--- src/rtl/wdsc_pkg.sv ---
package wdsc_pkg;
   typedef enum logic {
      SCL_OWNER_TIMER = 1'b0,
      SCL_OWNER_WDOG  = 1'b1
   } scl_owner_e;

   // Number of taps a select of the given width can address.
   function automatic int unsigned tap_count(input int unsigned sel_w);
      return 32'd1 << sel_w;
   endfunction
endpackage

--- src/rtl/wdsc_base_cnt.sv ---
module wdsc_base_cnt #(
   parameter int unsigned CNT_W = 8
) (
   input  logic clk,
   input  logic rst_n,
   input  logic tick_i,
   input  logic en_i,
   input  logic clr_i,
   output logic ovf_o
);
   localparam logic [CNT_W-1:0] ONE = CNT_W'(1);

   logic [CNT_W-1:0] cnt_q;
   logic             adv;

   if (CNT_W < 2) begin : g_bad_width
      $error("wdsc_base_cnt: CNT_W must be at least 2");
   end

   assign adv   = tick_i & en_i;
   assign ovf_o = adv & (&cnt_q) & ~clr_i;

   always_ff @(posedge clk or negedge rst_n) begin
      if (!rst_n) begin
         cnt_q <= '0;
      end else if (clr_i) begin
         cnt_q <= '0;
      end else if (adv) begin
         cnt_q <= cnt_q + ONE;
      end
   end
endmodule

--- src/rtl/wdsc_scaler.sv ---
module wdsc_scaler #(
   parameter int unsigned SCL_W = 8,
   parameter int unsigned SEL_W = 3
) (
   input  logic             clk,
   input  logic             rst_n,
   input  logic             evt_i,
   input  logic             clr_i,
   input  logic [SEL_W-1:0] sel_i,
   output logic             tap_o
);
   localparam int unsigned   N_TAP = wdsc_pkg::tap_count(SEL_W);
   localparam logic [SCL_W-1:0] ONE = SCL_W'(1);

   logic [SCL_W-1:0] cnt_q;
   logic [N_TAP-1:0] hit;

   if (N_TAP > SCL_W) begin : g_bad_taps
      $error("wdsc_scaler: tap select addresses more stages than SCL_W");
   end

   // Tap g completes a divide-by-2^(g+1) period when its low bits are all ones.
   for (genvar g = 0; g < N_TAP; g++) begin : g_tap
      assign hit[g] = &cnt_q[g:0];
   end

   assign tap_o = evt_i & hit[sel_i];

   always_ff @(posedge clk or negedge rst_n) begin
      if (!rst_n) begin
         cnt_q <= '0;
      end else if (clr_i) begin
         cnt_q <= '0;
      end else if (evt_i) begin
         cnt_q <= cnt_q + ONE;
      end
   end
endmodule

--- src/rtl/wdsc_evt.sv ---
module wdsc_evt (
   input  logic clk,
   input  logic rst_n,
   input  logic timeout_i,
   input  logic sleep_i,
   input  logic clr_i,
   input  logic tmr_evt_i,
   output logic dev_reset_o,
   output logic wake_o,
   output logic to_n_o,
   output logic tmr_tick_o
);
   always_ff @(posedge clk or negedge rst_n) begin
      if (!rst_n) begin
         dev_reset_o <= 1'b0;
         wake_o      <= 1'b0;
         to_n_o      <= 1'b1;
         tmr_tick_o  <= 1'b0;
      end else begin
         dev_reset_o <= timeout_i & ~sleep_i;
         wake_o      <= timeout_i & sleep_i;
         tmr_tick_o  <= tmr_evt_i;
         if (clr_i) begin
            to_n_o <= 1'b1;
         end else if (timeout_i) begin
            to_n_o <= 1'b0;
         end
      end
   end
endmodule

--- src/rtl/wdog_shared_scaler.sv ---
module wdog_shared_scaler #(
   parameter int unsigned BASE_W = 8,
   parameter int unsigned SCL_W  = 8,
   parameter int unsigned SEL_W  = 3
) (
   input  logic             clk,
   input  logic             rst_n,
   input  logic             wd_tick_i,
   input  logic             tmr_src_tick_i,
   input  logic             clr_wd_i,
   input  logic             sleep_enter_i,
   input  logic             sleep_i,
   input  logic             wd_en_i,
   input  logic             scaler_to_wd_i,
   input  logic [SEL_W-1:0] rate_i,
   output logic             dev_reset_o,
   output logic             wake_o,
   output logic             to_n_o,
   output logic             tmr_tick_o
);
   import wdsc_pkg::*;

   scl_owner_e owner;
   logic       clr_any;
   logic       base_ovf;
   logic       scl_evt;
   logic       scl_clr;
   logic       scl_tap;
   logic       timeout;
   logic       tmr_evt;

   assign owner   = scl_owner_e'(scaler_to_wd_i);
   assign clr_any = clr_wd_i | sleep_enter_i;

   wdsc_base_cnt #(.CNT_W(BASE_W)) u_base (
      .clk    (clk),
      .rst_n  (rst_n),
      .tick_i (wd_tick_i),
      .en_i   (wd_en_i),
      .clr_i  (clr_any),
      .ovf_o  (base_ovf)
   );

   always_comb begin
      if (owner == SCL_OWNER_WDOG) begin
         scl_evt = base_ovf;
         scl_clr = clr_any;
         timeout = wd_en_i & scl_tap;
         tmr_evt = tmr_src_tick_i;
      end else begin
         scl_evt = tmr_src_tick_i;
         scl_clr = 1'b0;
         timeout = wd_en_i & base_ovf;
         tmr_evt = scl_tap;
      end
   end

   wdsc_scaler #(.SCL_W(SCL_W), .SEL_W(SEL_W)) u_scl (
      .clk    (clk),
      .rst_n  (rst_n),
      .evt_i  (scl_evt),
      .clr_i  (scl_clr),
      .sel_i  (rate_i),
      .tap_o  (scl_tap)
   );

   wdsc_evt u_evt (
      .clk         (clk),
      .rst_n       (rst_n),
      .timeout_i   (timeout),
      .sleep_i     (sleep_i),
      .clr_i       (clr_any),
      .tmr_evt_i   (tmr_evt),
      .dev_reset_o (dev_reset_o),
      .wake_o      (wake_o),
      .to_n_o      (to_n_o),
      .tmr_tick_o  (tmr_tick_o)
   );
endmodule

--- config.mk ---
export PLATFORM = sky130hd
export DESIGN_NAME = wdog_shared_scaler
export DESIGN_NICKNAME = d
export VERILOG_FILES = /design/src/rtl/wdsc_pkg.sv /design/src/rtl/wdsc_base_cnt.sv /design/src/rtl/wdsc_scaler.sv /design/src/rtl/wdsc_evt.sv /design/src/rtl/wdog_shared_scaler.sv
export SDC_FILE = /design/constraint.sdc
export NUM_CORES = 1
export LEC_CHECK = 0
export CORE_UTILIZATION = 50
export DETAILED_ROUTE_END_ITERATION = 8
export DONT_BUFFER_PORTS = 1
export PLACE_DENSITY = 0.68
export SETUP_SLACK_MARGIN = 0.02
export SLEW_MARGIN = 20
export SYNTH_ARGS = -nofsm -noshare
export SYNTH_HDL_FRONTEND = slang
export SYNTH_SLANG_ARGS = --single-unit
--- constraint.sdc ---
create_clock -name clk -period 1.9 [get_ports clk]
set_input_delay 0.19 -clock clk [delete_from_list [all_inputs] [get_ports clk]]
set_output_delay 0.19 -clock clk [all_outputs]
set_load 0.01 [all_outputs]
==> flow_summary.toml, run 1 <==
[status]
status = "finished, violations left"
violations = "negative setup slack"

[global_route]
grt_pass1_vias = 839
grt.overflow.total = 0
grt_max_degree = 21
grt_pass1_wl_um = 3630
antenna_found_initial = 0
grtUsageTotal_pct = 20.3

[worst_setup_path]
critPathRequiredTime_ns = 2.14
crit_type = "flop to flop"
crit_chain = "or3b_4 -> o41a_1 -> or4_4 -> a21oi_2"
worstSetupStartpointType = "flop"
r2r-end = "u_scl.cnt_q[5]$_DFFE_PN0P_"
r2r_cells = 4
r2r_setup_slack_ns = -0.04
crit_buf_inv = 0
critical-path-top-delay-family = "simple AND/OR/NAND/NOR gates"
end_kind = "flop"
critical_path_arrival_ns = 2.18
critical_path.max_fanout = 4
reg2reg_from = "u_base.cnt_q[7]$_DFFE_PN0P_"
critPathSlowestCell = "or4_4"
crit_path_start = "u_base.cnt_q[7]$_DFFE_PN0P_"
critPathMaxStageDelay_ns = 0.54

[drt]
vias = 930
ant_nets = 0
wl_per_cell_um = 14.1
dr.pass1.iters = 4
vias_per_cell = 5.85
drt_iter0_drc = 26
routed_wl_um = 2240
route.detailed.drc = 0

[cells_and_area]
n_antenna_cell = 0
fin_util_pct = 66.0
final_cell_mix = "dfrtp_1 (19), nand2_1 (14), buf_4 (13)"
drive_gt1_share_pct = 21.2
multi_input_area_um2 = 583
area_delta_synth_final_pct = 22.4
n_fill_cell = 167
layout.area.seq_um2 = 502
finalNetCount = 149
layout_commonest_cell = "dfrtp_1"

[pwr]
p_total_mw = 0.883
p_leak_nw = 0.605
ir_worst_vdd_mv = 0.457
p_per_area_nw_per_um2 = 668

[place]
hpwlAfterDp_um = 1560
gp_congestion = 0.784
portBuffers = 0

[clock_tree]
cts_root_buffer = "clkbuf_4"
path_clk_slew_ns = 0.11
cts_htree_levels = 1
clock-sinks = 20
insertion_delay_ns = 0.30
cts_buffer_depth = 2
cts_tree = "yes"
numCtsBuffers = 3

[timing]
max_slew.worst_pin.slew_ns = 0.884
max-slew-margin-rel_pct = 40.8
fin_crit_sh_pct = 102
slew_violations = 0
layout_min_cycle_time_ns = 1.94
max_freq_ghz = 0.515
timing.final.ws_setup_ns = -0.0412
worst_hold_slack_ns = 0.0225
hold_violations = 0
finalSetupViolCount = 1
setup_tns_ns = -0.0412
rsz0062_at_grt = "yes"
finClkSkew_ns = 0.00260

[run]
cap_violations = 0

[synthesis]
synth.cell_area_um2 = 1080
synth-seq-cells = 20
synth_edf_count = 0
syn_avg_cell_area_um2 = 9.56
ys_types = 34
yosysWarnings = 0
async_flop_share_pct = 100
postSynthCellCount = 113
ys_seq_area_share_pct = 46.5
synth_nets = 129
ys.flop_type = "dfrtp_1"

[floorplan]
die-width_um = 48.5
initial_core_util_pct = 53.9
num_rows = 16
die_h_um = 48.5
boundaryPins = 16
core_um2 = 2000
floorplan.die_area_um2 = 2350

[min_path]
holdPathStages = 2
hp-start = "clr_wd_i"
hp-class = "primary input to flop"
hold_end = "u_evt.to_n_o$_DFFE_PN1P_"
-- metal layers --
metal | vias up | wire (um) | track usage (%)
met3 | 4 | 123 | 5.03
met5 | - | 0 | 0
li1 | 458 | - | -
met4 | 0 | 24 | 6.86
met2 | 32 | 1020 | 30.8
met1 | 436 | 1060 | 28.6
-- area by class of cell --
| type | instances | area share [%] |
|---|---|---|
| multi-input combinational | 88 | 44.1 |
| sequential | 20 | 38.0 |
| timing repair buffer | 17 | 10.5 |
| tap | 27 | 2.56 |
| clock inverter | 1 | 2.27 |
| clock buffer | 3 | 1.70 |
| inverter | 3 | 0.852 |
-- synth_stat cells, types with 2 or more instances --
master	count	area, um2
dfrtp_1	19	475
nand2_1	14	52.6
nor2_1	10	37.5
nand3_1	9	45.0
xor2_1	7	61.3
a21oi_1	6	30.0
ha_1	4	50.1
nand4_1	4	25.0
or3_1	4	25.0
inv_1	3	11.3
o21ai_1	3	15.0
o31ai_1	3	22.5
a211oi_1	2	15.0
and3_1	2	12.5
and4_1	2	17.5
nand2b_1	2	12.5
or4_1	2	15.0
-- state kept, by name (all words and copies together), names as in the netlist --
signal and cells:
u_evt.dev_reset_o 1, u_evt.wake_o 1, u_base.cnt_q 8, u_evt.to_n_o 1, u_scl.cnt_q 8, u_evt.tmr_tick_o 1
-- cell families after synthesis --
logic type | after synthesis | synth area share (%)
DFF | 20 | 46.5
AOI/OAI and AO/OA | 24 | 15.8
muxes | 1 | 0.927
adders and majority gates | 4 | 4.64
buffers and inverters | 5 | 1.85
xor gates and xnor gates | 7 | 5.68
and+or+nand+nor | 52 | 24.7
-- report_power, final --
part | internal, mW | switching (mW) | leakage [nW]
clock | 0.213 | 0.134 | 0.0279
sequential | 0.436 | 0.00797 | 0.272
combinational | 0.0413 | 0.0511 | 0.304
-- worst register-to-register path, delay by kind of cell, from the launching register on --
kind	cells	cell delay, ns
AO/OA/AOI/OAI	2	0.59
flip-flops	1	0.37
AND/OR/NAND/NOR	2	0.93
-- repair_timing --
item                       4_1_cts  5_1_grt
resized for setup                1        6
hold buffers                     3        0
hold endpoints to repair        23        0
setup endpoints to repair        6        7
setup buffers                    2        5
pin swaps                        0        7
-- worst max path at each step --
stage / to / slack, ns / cells past startpoint
after CTS: u_scl.cnt_q[3]$_DFFE_PN0P_ / 0.004 / 5
final: u_scl.cnt_q[5]$_DFFE_PN0P_ / -0.04 / 4
after global routing: u_scl.cnt_q[5]$_DFFE_PN0P_ / -0.08 / 4
after global placement: u_evt.dev_reset_o$_DFF_PN0_ / 0.06 / 6
after detailed placement: u_scl.cnt_q[3]$_DFFE_PN0P_ / 0.02 / 6
after floorplan: u_scl.cnt_q[7]$_DFFE_PN0P_ / 0.08 / 5
-- through the flow --
step / instance area (um2) / setup slack [ns] / instances
2_1_floorplan: 1080 / 0.0840 / 113
3_3_place_gp: 1160 / 0.0580 / 145
3_5_place_dp: 1160 / 0.0227 / 145
4_1_cts: 1260 / 0.00420 / 154
5_1_grt: 1320 / -0.0794 / 159
6_report: 1320 / -0.0412 / 159
(Power assumes the default switching activity.)
==> run 2: changes to the inputs <==
- RECOVER_POWER: not set -> 25
==> run 2 against run 1 <==
Against the previous run:
- the run still ends with negative setup slack left
- count of clock-buffer cells in the layout stayed put
- cell count unchanged
- via count shrank 1.2%
- sequential power is essentially flat
- first-iteration DRC count rose by 3.8%
- largest power group unchanged
- setup slack got worse by 0.0077 ns
- highest routed layer unchanged
- largest cell class unchanged
==> flow_summary.toml, run 2 (same netlist as run 1, synthesis figures left out) <==
[floorplan]
die-width_um = 48.5
die_h_um = 48.5
initial_core_util_pct = 53.9
boundaryPins = 16
core_um2 = 2000
num_rows = 16
floorplan.die_area_um2 = 2350

[global_route]
grt_pass1_wl_um = 3630
grt_pass1_vias = 839
grt.overflow.total = 0
antenna_found_initial = 0
grtUsageTotal_pct = 20.3
grt_max_degree = 21

[pwr]
p_total_mw = 0.883
ir_worst_vdd_mv = 0.457
p_leak_nw = 0.599
p_per_area_nw_per_um2 = 670

[timing]
max-slew-margin-rel_pct = 40.4
max_freq_ghz = 0.513
rsz0062_at_grt = "yes"
finClkSkew_ns = 0.00273
finalSetupViolCount = 1
fin_crit_sh_pct = 103
layout_min_cycle_time_ns = 1.95
timing.final.ws_setup_ns = -0.0488
max_slew.worst_pin.slew_ns = 0.891
slew_violations = 0
worst_hold_slack_ns = 0.0252
hold_violations = 0

[status]
status = "finished, violations left"
violations = "negative setup slack"

[worst_setup_path]
critical_path_arrival_ns = 2.19
critPathSlowestCell = "or4_4"
critPathRequiredTime_ns = 2.14
worstSetupStartpointType = "flop"
end_kind = "flop"
crit_chain = "or3b_4 -> o41a_1 -> or4_4 -> a21oi_2"
critPathMaxStageDelay_ns = 0.54
crit_type = "flop to flop"
critical_path.max_fanout = 4

[clock_tree]
cts_root_buffer = "clkbuf_4"
path_clk_slew_ns = 0.11
cts_htree_levels = 1
clock-sinks = 20
insertion_delay_ns = 0.30
cts_buffer_depth = 2
numCtsBuffers = 3
cts_tree = "yes"

[cells_and_area]
drive_gt1_share_pct = 19.7
final_cell_mix = "dfrtp_1 (19), nand2_1 (14), buf_4 (12)"
n_antenna_cell = 0
area_delta_synth_final_pct = 22.0
finalNetCount = 149
fin_util_pct = 65.8
top_regs = "u_base.cnt_q (8), u_scl.cnt_q (8)"
n_fill_cell = 169
layout_commonest_cell = "dfrtp_1"
layout.cells.non_filler = 159

[place]
hpwlAfterDp_um = 1560
preCtsSetupSlack_ns = 0.0227
portBuffers = 0
gp_congestion = 0.784
placed_cells = 145

[drt]
vias = 919
drt_iter0_drc = 27
route.detailed.drc = 0
routed_wl_um = 2240
vias_per_cell = 5.78
wl_per_cell_um = 14.1
dr.pass1.iters = 4
ant_nets = 0

[min_path]
hp-class = "primary input to flop"

[run]
cap_violations = 0
[run 2: cell count changes in the layout (fill, tap and decap cells not counted), sizes merged]
cell,previous run,this run
buf,14,13
clkbuf,3,4
[run 2: path summary, 6_finish.rpt]
| kind | from | to | slack [ns] | cells past startpoint |
|---|---|---|---|---|
| worst max-delay path | u_base.cnt_q[7]$_DFFE_PN0P_ | u_scl.cnt_q[5]$_DFFE_PN0P_ | -0.05 | 4 |
| worst min-delay path | clr_wd_i | u_evt.to_n_o$_DFFE_PN1P_ | 0.03 | 2 |
| worst max register to register | u_base.cnt_q[7]$_DFFE_PN0P_ | u_scl.cnt_q[5]$_DFFE_PN0P_ | -0.05 | 4 |
| worst min register to register | u_base.cnt_q[6]$_DFFE_PN0P_ | u_base.cnt_q[6]$_DFFE_PN0P_ | 0.56 | 2 |
| max in group asynchronous | rst_n | u_base.cnt_q[6]$_DFFE_PN0P_ | 0.92 | 1 |
| min in group asynchronous | rst_n | u_scl.cnt_q[2]$_DFFE_PN0P_ | 0.44 | 1 |
[run 2: layer usage]
layer,track usage (%),share of wire (%),vias to the layer above,wire length [um]
met5,0,0,-,0
met1,28.6,49,427,1090
li1,-,-,459,-
met3,5.03,5.6,4,125
met4,6.86,1.1,0,24
met2,30.8,44,29,998
[run 2: final cells by class]
type | instances | area (um2) | area share (%)
Multi-Input combinational cell | 88 | 583 | 44.3
Sequential cell | 20 | 502 | 38.1
Timing Repair Buffer | 17 | 135 | 10.3
Tap cell | 27 | 33.8 | 2.56
Clock inverter | 1 | 30.0 | 2.28
Clock buffer | 3 | 22.5 | 1.71
Inverter | 3 | 11.3 | 0.855
[run 2: timing repair]
action / in CTS / in global routing
pin swaps: 0 / 7
setup endpoints to repair: 6 / 7
buffers inserted: 2 / 5
endpoints found under the hold margin: 23 / 0
hold buffers: 3 / 0
gates resized for setup: 1 / 6
[run 2: through the flow]
stage | TNS [ns] | cell area (um2)
after floorplan | 0 | 1080
after global placement | 0 | 1160
after detailed placement | 0 | 1160
after CTS | 0 | 1260
after global routing | -0.175 | 1320
final | -0.0488 | 1320
[run 2: worst max-delay path, delay by kind of cell (launching register included)]
kind,cells,cell delay [ns]
AND/OR/NAND/NOR,2,0.93
AO/OA/AOI/OAI,2,0.59
flip-flops,1,0.37
[run 2: power breakdown]
group	total, mW	internal, mW	switching, mW
clock network	0.348	0.213	0.134
logic	0.0918	0.0407	0.0511
registers	0.443	0.435	0.00795
total	0.883	0.689	0.193
==> run 3: changes to the inputs <==
--- a/config.mk
+++ b/config.mk
@@ -7,6 +7,8 @@
 export LEC_CHECK = 0
-export CORE_UTILIZATION = 50
+export CELL_PAD_IN_SITES_DETAIL_PLACEMENT = 0
+export CELL_PAD_IN_SITES_GLOBAL_PLACEMENT = 1
+export CORE_UTILIZATION = 42
 export DETAILED_ROUTE_END_ITERATION = 8
 export DONT_BUFFER_PORTS = 1
-export PLACE_DENSITY = 0.68
+export PLACE_DENSITY_LB_ADDON = 0.1
 export RECOVER_POWER = 25
--- a/constraint.sdc
+++ b/constraint.sdc
@@ -3,2 +3,2 @@
 set_output_delay 0.19 -clock clk [all_outputs]
-set_load 0.01 [all_outputs]
+set_load 0.1 [all_outputs]
==> run 3 against run 2 <==
Against the previous run:
- largest power group unchanged
- core utilization decreased by 13 points
- the flow now finishes without violations
- sequential power about the same
- via count down 0.87%
- register-to-register slack better by 0.07 ns
- critical path type unchanged
- highest routed layer unchanged
- worst hold slack improved by 0.0097 ns
- maximum frequency up 3.5%
- first-iteration DRC count decreased by 52%
- wire length about the same
==> flow_summary.toml, run 3 (same netlist as run 1, synthesis figures left out) <==
[status]
status = "finished, final reports clean"

[pwr]
p_sw_share_pct = 25.0
p_comb_share_pct = 12.9
seq_power_share_pct = 56.0
p_per_area_nw_per_um2 = 606
p_int_mw = 0.593
ir_worst_vdd_mv = 0.371
switching_power_mw = 0.198
p_total_mw = 0.791
clockPowerShare_pct = 31.1
p_leak_nw = 0.597

[clock_tree]
clock-sinks = 20
cts_tree = "yes"
insertion_delay_ns = 0.29
numCtsBuffers = 3
path_clk_slew_ns = 0.12
cts_root_buffer = "clkbuf_4"
cts_htree_levels = 1
cts_buffer_depth = 2

[worst_setup_path]
worstSetupStartpointType = "flop"
critical_path_arrival_ns = 2.12
end_kind = "flop"
critPathMaxStageDelay_ns = 0.50
r2r_setup_slack_ns = 0.02
reg2reg_from = "u_base.cnt_q[7]$_DFFE_PN0P_"
critical_path.max_fanout = 4
crit_chain = "or3b_4 -> o41a_1 -> or4_4 -> a21oi_2"
critPathSlowestCell = "or4_4"
r2r_cells = 4
r2r-end = "u_scl.cnt_q[5]$_DFFE_PN0P_"
critPathRequiredTime_ns = 2.13
crit_type = "flop to flop"

[drt]
wl_per_cell_um = 13.7
drt_iter0_drc = 13
route.detailed.drc = 0
dr.pass1.iters = 4
vias = 911
vias_per_cell = 5.59
ant_nets = 0
routed_wl_um = 2240

[place]
gp_congestion = 0.732
preCtsSetupSlack_ns = 0.0737
placed_cell_area_um2 = 1200
portBuffers = 0
hpwlAfterDp_um = 1680

[timing]
rsz0062_at_grt = "yes"
timing.final.ws_setup_ns = 0.0166
layout_min_cycle_time_ns = 1.88
finClkSkew_ns = 0.00507
finalSetupViolCount = 0
max_slew.worst_pin.slew_ns = 0.921
worst_hold_slack_ns = 0.0349
max-slew-margin-rel_pct = 38.4
max_freq_ghz = 0.531
hold_violations = 0
slew_violations = 0
setup_tns_ns = 0
fin_crit_sh_pct = 99.1

[cells_and_area]
area_delta_synth_final_pct = 20.9
design_area_um2 = 1310
layout_commonest_cell = "dfrtp_1"
final_cell_mix = "dfrtp_1 (19), nand2_1 (14), nor2_1 (10), buf_4 (10), nand3_1 (9)"
top_regs = "u_base.cnt_q (8), u_scl.cnt_q (8)"
n_fill_cell = 234
drive_gt1_share_pct = 21.1
n_antenna_cell = 0
finalNetCount = 150

[floorplan]
initial_core_util_pct = 44.0
die_h_um = 52.7
core_um2 = 2450
floorplan.die_area_um2 = 2780
boundaryPins = 16
num_rows = 18
die-width_um = 52.7

[global_route]
grt.overflow.total = 0
grt_pass1_wl_um = 3510
grt_max_degree = 21
antenna_found_initial = 0
grtUsageTotal_pct = 17.7
grt_pass1_vias = 814

[min_path]
hold_end = "u_evt.tmr_tick_o$_DFF_PN0_"
hp-start = "tmr_src_tick_i"
holdPathStages = 1
hp-class = "primary input to flop"

[run]
cap_violations = 0
==> run 3: cell types whose count changed in the layout (fill, tap and decap cells not counted), sizes merged <==
cell,previous run,this run
buf,13,11
bufinv,1,0
clkbuf,4,8
==> run 3: power by group through the flow <==
stage               clock [mW]  combinational (mW)  sequential, mW
floorplan                    0              0.0435           0.462
global placement             0              0.0779           0.452
detailed placement           0              0.0780           0.452
CTS                      0.260              0.0927           0.444
global route             0.279               0.113           0.445
finish                   0.246               0.102           0.443
==> run 3: critical path, delay by kind of cell, from the launching register on <==
| family | cells | cell delay, ns |
|---|---|---|
| flip-flops | 1 | 0.36 |
| AO/OA/AOI/OAI | 2 | 0.57 |
| AND/OR/NAND/NOR | 2 | 0.89 |
==> run 3: layout make-up <==
cell class / count / area [um2] / area share (%)
repair buffers: 18 / 135 / 10.4
clock buffers: 4 / 36.3 / 2.78
flip-flops and latches: 20 / 502 / 38.4
inverters: 3 / 11.3 / 0.863
multi-input cells: 88 / 583 / 44.7
well taps: 30 / 37.5 / 2.88
==> run 3: how the worst max path moves through the flow <==
stage | from | endpoint | slack (ns) | cells past startpoint
after global routing | u_base.cnt_q[7]$_DFFE_PN0P_ | u_scl.cnt_q[6]$_DFFE_PN0P_ | -0.03 | 5
final | u_base.cnt_q[7]$_DFFE_PN0P_ | u_scl.cnt_q[5]$_DFFE_PN0P_ | 0.02 | 4
after floorplan | u_base.cnt_q[0]$_DFFE_PN0P_ | u_scl.cnt_q[7]$_DFFE_PN0P_ | 0.08 | 5
after detailed placement | u_base.cnt_q[1]$_DFFE_PN0P_ | u_scl.cnt_q[3]$_DFFE_PN0P_ | 0.07 | 6
after CTS | u_base.cnt_q[1]$_DFFE_PN0P_ | u_scl.cnt_q[7]$_DFFE_PN0P_ | 0.04 | 5
after global placement | u_base.cnt_q[7]$_DFFE_PN0P_ | u_scl.cnt_q[7]$_DFFE_PN0P_ | 0.1 | 4
==> run 3: stage by stage <==
step	utilization, %	std cells
2_1_floorplan	-	113
3_3_place_gp	48.8	153
3_5_place_dp	48.8	153
4_1_cts	51.5	160
5_1_grt	53.2	163
6_report	53.2	163
==> run 3: layer usage <==
layer / up-vias / track usage [%] / share of wire [%]
met3: 2 / 4.06 / 3.0
met5: - / 0 / 0
met1: 436 / 22.0 / 46
met2: 15 / 29.3 / 50
met4: 0 / 6.58 / 0.45
li1: 458 / - / -
==> run 3: what timing repair did <==
action	CTS	global route
endpoints found under the hold margin	23	0
setup endpoints to repair	0	8
resized for setup	0	7
hold buffers	3	0
setup buffers	0	3
